**config.mk**
```make
export PLATFORM = sky130hd
export DESIGN_NAME = pcfg_dc_loader
export DESIGN_NICKNAME = d
export VERILOG_FILES = /design/src/rtl/pcfg_shift_chain.sv /design/src/rtl/pcfg_load_seq.sv /design/src/rtl/pcfg_latch_dc.sv /design/src/rtl/pcfg_dc_loader.sv
export SDC_FILE = /design/constraint.sdc
export NUM_CORES = 1
export LEC_CHECK = 0
export BUFFER_PORTS_ARGS = -buffer_cell sky130_fd_sc_hd__buf_2
export CORE_ASPECT_RATIO = 2
export CORE_MARGIN = 2
export CORE_UTILIZATION = 40
export CTS_CLUSTER_DIAMETER = 200
export DETAILED_ROUTE_END_ITERATION = 16
export HOLD_SLACK_MARGIN = 0.05
export SLEW_MARGIN = 15
export SYNTH_ARGS = -nofsm -noshare
export SYNTH_HDL_FRONTEND = slang
export SYNTH_SLANG_ARGS = --single-unit
```
**constraint.sdc**
```tcl
create_clock -name clk_i -period 3.1 [get_ports clk_i]
set_clock_uncertainty 0.05 [all_clocks]
set_input_delay 0.775 -clock clk_i [delete_from_list [all_inputs] [get_ports clk_i]]
set_output_delay 0.775 -clock clk_i [all_outputs]
set_load 0.01 [all_outputs]
```
**src/rtl/pcfg_shift_chain.sv**
```systemverilog
module pcfg_shift_chain #(
  parameter int unsigned LEN = 8
) (
  input  logic           clk_i,
  input  logic           rst_ni,
  input  logic           shift_en_i,
  input  logic           din_i,
  output logic [LEN-1:0] chain_o,
  output logic           dout_o
);
  logic [LEN-1:0] sr_q;

  always_ff @(posedge clk_i or negedge rst_ni) begin
    if (!rst_ni)         sr_q <= '0;
    else if (shift_en_i) sr_q <= {sr_q[LEN-2:0], din_i};
  end

  assign chain_o = sr_q;
  assign dout_o  = sr_q[LEN-1];

  assert_dout_hold_R2: assert property (@(posedge clk_i) disable iff (!rst_ni)
    !shift_en_i |=> $stable(dout_o));
endmodule

```
**src/rtl/pcfg_load_seq.sv**
```systemverilog
module pcfg_load_seq #(
  parameter int unsigned N_PLANES = 13,
  parameter int unsigned DC_W     = 2
) (
  input  logic                clk_i,
  input  logic                rst_ni,
  input  logic                shift_en_i,
  input  logic                load_i,
  input  logic [N_PLANES-1:0] plane_en_i,
  input  logic [DC_W-1:0]     dc_addr_i,
  output logic                wr_o,
  output logic [N_PLANES-1:0] wr_planes_o,
  output logic [DC_W-1:0]     wr_dc_o
);
  logic                pend_q;
  logic [N_PLANES-1:0] planes_q;
  logic [DC_W-1:0]     dc_q;

  always_ff @(posedge clk_i or negedge rst_ni) begin
    if (!rst_ni) begin
      pend_q   <= 1'b0;
      planes_q <= '0;
      dc_q     <= '0;
    end else begin
      pend_q <= (load_i || pend_q) && shift_en_i;
      if (load_i) begin
        planes_q <= plane_en_i;
        dc_q     <= dc_addr_i;
      end
    end
  end

  // a fresh strobe overrides any held request
  assign wr_o        = (load_i || pend_q) && !shift_en_i;
  assign wr_planes_o = load_i ? plane_en_i : planes_q;
  assign wr_dc_o     = load_i ? dc_addr_i  : dc_q;

  assert_deferred_fires_R6: assert property (@(posedge clk_i) disable iff (!rst_ni)
    $past(load_i && shift_en_i) && !shift_en_i |-> wr_o);
endmodule

```
**src/rtl/pcfg_latch_dc.sv**
```systemverilog
module pcfg_latch_dc #(
  parameter int unsigned PIX      = 8,
  parameter int unsigned N_PLANES = 13
) (
  input  logic                    clk_i,
  input  logic                    rst_ni,
  input  logic                    wr_i,
  input  logic [N_PLANES-1:0]     plane_en_i,
  input  logic [PIX-1:0]          data_i,
  output logic [PIX*N_PLANES-1:0] latch_o
);
  logic [PIX*N_PLANES-1:0] lat_q;

  always_ff @(posedge clk_i or negedge rst_ni) begin
    if (!rst_ni) lat_q <= '0;
    else if (wr_i) begin
      for (int unsigned p = 0; p < PIX; p++)
        for (int unsigned k = 0; k < N_PLANES; k++)
          if (plane_en_i[k]) lat_q[p*N_PLANES+k] <= data_i[p];
    end
  end

  assign latch_o = lat_q;

  assert_latch_hold_R8: assert property (@(posedge clk_i) disable iff (!rst_ni)
    !wr_i |=> $stable(latch_o));
endmodule

```
**src/rtl/pcfg_dc_loader.sv**
```systemverilog
module pcfg_dc_loader #(
  parameter int unsigned ROWS     = 4,
  parameter int unsigned N_DC     = 3,
  parameter int unsigned N_PLANES = 13,
  localparam int unsigned CHAIN_LEN = 2 * ROWS,
  localparam int unsigned DC_W      = (N_DC > 1) ? $clog2(N_DC) : 1,
  localparam int unsigned DC_BITS   = CHAIN_LEN * N_PLANES,
  localparam int unsigned LAT_BITS  = N_DC * DC_BITS
) (
  input  logic                clk_i,
  input  logic                rst_ni,
  input  logic                shift_en_i,
  input  logic                shift_din_i,
  output logic                shift_dout_o,
  input  logic                load_i,
  input  logic [N_PLANES-1:0] plane_en_i,
  input  logic [DC_W-1:0]     dc_addr_i,
  output logic [LAT_BITS-1:0] latch_o
);
  logic [CHAIN_LEN-1:0] chain_w;
  logic                 wr_w;
  logic [N_PLANES-1:0]  wr_planes_w;
  logic [DC_W-1:0]      wr_dc_w;
  logic [N_DC-1:0]      dc_hit_w;

  pcfg_shift_chain #(.LEN(CHAIN_LEN)) u_chain (
    .clk_i, .rst_ni, .shift_en_i, .din_i(shift_din_i),
    .chain_o(chain_w), .dout_o(shift_dout_o)
  );

  pcfg_load_seq #(.N_PLANES(N_PLANES), .DC_W(DC_W)) u_seq (
    .clk_i, .rst_ni, .shift_en_i, .load_i, .plane_en_i, .dc_addr_i,
    .wr_o(wr_w), .wr_planes_o(wr_planes_w), .wr_dc_o(wr_dc_w)
  );

  for (genvar d = 0; d < N_DC; d++) begin : g_dc
    assign dc_hit_w[d] = wr_w && (wr_dc_w == DC_W'(d));
    pcfg_latch_dc #(.PIX(CHAIN_LEN), .N_PLANES(N_PLANES)) u_lat (
      .clk_i, .rst_ni, .wr_i(dc_hit_w[d]), .plane_en_i(wr_planes_w),
      .data_i(chain_w), .latch_o(latch_o[d*DC_BITS +: DC_BITS])
    );
  end

  assert_one_dc_R5: assert property (@(posedge clk_i) disable iff (!rst_ni)
    $onehot0(dc_hit_w));
  assert_no_write_while_shift_R6: assert property (@(posedge clk_i) disable iff (!rst_ni)
    shift_en_i |-> !wr_w);
  assert_copy_keeps_chain_R7: assert property (@(posedge clk_i) disable iff (!rst_ni)
    wr_w |=> $stable(chain_w));
endmodule

```
==> key figures <==
Run status
  – Status: complete, no violations

Setup path
  – Endpoint class of the critical path: output port
  – Max incr delay on CP: between 1000 and 1500 ps
  – Cells along the critical path: buf_2
  – Worst-path maximum fanout: a little over 40
  – Critical path class: flop to output port
  – Crit path to: shift_dout_o
  – Crit start category: flop
  – Crit path max-delay family: flip-flops
  – Worst path bufs/invs: 1
  – Slowest CP cell: dfrtp_2
  – CP Depth: 1
  – Flop-to-flop setup slack: just over 800 ps
  – Critical Path RT: between 2000 and 2500 ps
  – Crit path from: u_chain.chain_o[7]
  – Worst Reg-to-Reg Cells: 5
  – Worst R2R Start: u_seq.dc_q[0]
  – WP data arrival: roughly 1900 ps
  – RR Endpoint: g_dc[0].u_lat.latch_o[85]

Floorplanning
  – Core area: 33500 sq um
  – IO Count: between 300 and 400
  – Die Wd: around 130 um
  – Rows: 95
  – Die height: ~260 um
  – Initial Util: 40.6%
  – Overall die area: between 30000 and 40000 sq um

Pwr
  – Maximum vdd drop: 0.000548 V
  – Lkg Pwr: 8.04 nW
  – Pwr/cell area: approximately 980 nW/um^2

Timing
  – Min cycle time layout: 2690 ps
  – Worst Max-Slew Pin Slew: ~1100 ps
  – Fin Hold WS: between 150 and 200 ps
  – RSZ-0062 raised after global routing: false
  – Final worst slack: around 410 ps
  – Max Slew Vio Count: 0
  – FMAX: around 370 MHz
  – Setup total negative slack: 0 ps
  – Final worst-path cycle share: between 80% and 90%
  – Hold Violations, Final: 0
  – Final setup viols: 0
  – Slew headroom: 28.9%

Finish
  – Area grow syn2layout: 28.0%
  – Non-filler cells, final: approximately 1600
  – Share of cells above drive strength 1: a little over two thirds
  – Fillers: ~2900
  – Post-layout nets: roughly 1200

Yosys
  – Top FF cell, synth: dfrtp_1
  – Top cell type by total area after synthesis: dfrtp_1
  – Avg Inst Size Synth: ~17 sq um
  – Count leader, synth: dfrtp_1
  – Post-synthesis cell type count: 16
  – Sequential-to-total area share from yosys stat: between 60% and 70%
  – Synthesized net count: 802
  – Synthesized flop and latch total: ~340
  – Mapped Cells: approximately 780
  – Async S/R FF share, synth: 100%
  – Total number of yosys warnings: 0
  – Post-synth EDFFs: 0
  – Share of the synthesized area in the top cell type: about three fifths
  – Mapped Area: about 14000 sq um
  – Post-synth top cells: 336 x dfrtp_1, 320 x mux2_2, 39 x a2111oi_4
  – Area contributors post-synth: dfrtp_1 62%, mux2_2 26%, a2111oi_4 7.9%

Route
  – DR vias: approximately 8200
  – DR vias/cell: 5.03
  – 1st-iter DRT viols: between 200 and 250
  – Residual DRC: 0
  – TritonRoute pass-1 iters: 6
  – Post-DR wirelength/cell: about 24 um
  – Post-DRT Antenna Nets: 0
  – Routed WL: just under 40 mm

Place
  – I/O Buffers: approximately 330
  – Pre-CTS setup slack: approximately 180 ps
  – Post-DP HPWL: approximately 26 mm
  – Routability congestion estimate: around 0.82
  – Dpl cells: 1580

GRT
  – Global-route wire length before repair: between 50 and 60 mm
  – Largest net degree at the start of global routing: 86
  – Vias in the first global route: 9022
  – Initial antenna violation count: 3
  – Total gr overflow: 0
  – Gr usage total: between 20% and 30%

Clock network
  – Hold buffers post-CTS: 0
  – Post-CTS setup repair buffer count: 0
  – Clock Latency Late Sink: ~570 ps
  – CTS tree: built
  – CTS root buffer: clkbuf_16
  – Clock transition at path regs: roughly 70 ps
  – Clk buf depth: 3
  – Sink Count: ~340
  – H-tree lvl count: 1
  – Clock buffer count from CTS: 30
  – PostCTS Resize Cnt: 0

Hold path
  – Hold crit path type: primary input to async pin

Job
  – Max-cap viol count: 0
-- logic make-up after synthesis --
kind of cell | Yosys count | share of synthesized area, %
flip-flops | 336 | 61.8
buffers and inverters | 67 | 2.34
AO/OA/AOI/OAI | 40 | 7.95
AND/OR/NAND/NOR | 4 | 0.221
multiplexers | 335 | 27.7
-- how the worst min path moves through the flow --
stage	from	end	slack, ps	cells after the start
3_3_place_gp	u_seq.pend_q	u_seq.pend_q	420	1
6_report	rst_ni	g_dc[0].u_lat.latch_o[11]	170	1
4_1_cts	rst_ni	u_chain.chain_o[6]	200	1
3_5_place_dp	g_dc[2].u_lat.latch_o[42]	g_dc[2].u_lat.latch_o[42]	440	1
2_1_floorplan	u_seq.pend_q	u_seq.pend_q	410	1
5_1_grt	rst_ni	g_dc[0].u_lat.latch_o[11]	160	1
-- through the flow --
stage                     power, mW  area, sq um  utilization, %
final                          17.1        17400            52.0
after global routing           18.1        17400            52.0
after CTS                      17.4        17400            51.9
after detailed placement       13.5        16400            48.9
after global placement         13.4        16400            48.9
after floorplan                10.3        13600               -
-- where the power goes --
| part | internal, mW | leakage (nW) | switching (mW) |
|---|---|---|---|
| sequential | 6.29 | 4.12 | 1.45 |
| combinational | 2.79 | 3.44 | 2.76 |
| clock | 2.17 | 0.487 | 1.68 |
| total | 11.3 | 8.04 | 5.89 |
-- cells in the final DEF (no fill, tap or decap) --
cell type	count
nand2b_2	1
buf_2	330
clkbuf_1	5
clkinv_2	6
dfrtp_1	328
mux2_2	320
buf_12	16
buf_8	1
diode_2	3
clkbuf_16	31
dfrtp_2	8
nand2b_1	1
a2111oi_4	39
clkinvlp_4	4
clkinv_1	1
o21a_1	1
mux2i_4	2
buf_4	67
bufinv_16	3
mux2i_1	13
clkbuf_8	4
inv_1	14
clkinv_4	1
or3b_2	2
-- sequential cells by signal, indices dropped and copies added (netlist names) --
name,count
g_dc.u_lat.latch_o,312
u_chain.chain_o,8
u_seq.dc_q,2
u_seq.pend_q,1
u_seq.planes_q,13
-- routing by layer --
layer  vias up  routed length, um  global-route usage (%)  share of wire, %
met5         -                  0                       0                 0
met3        77               1550                    2.81               4.0
met1      4322              14200                    24.4                36
met4         0               1800                    9.59               4.6
li1       3603                  -                       -                 -
met2       239              21500                    41.8                55
-- layout make-up --
class	instances	area [sq um]	share of cell area, %
diodes	3	7.51	0.0431
clock buffers	40	850	4.88
clock inverters	14	159	0.912
inverters	15	56.3	0.323
multi-input cells	379	4890	28.1
flip-flops and latches	336	8420	48.3
well taps	436	546	3.13
repair buffers	414	2490	14.3
Power figures use the tool's default switching activity.
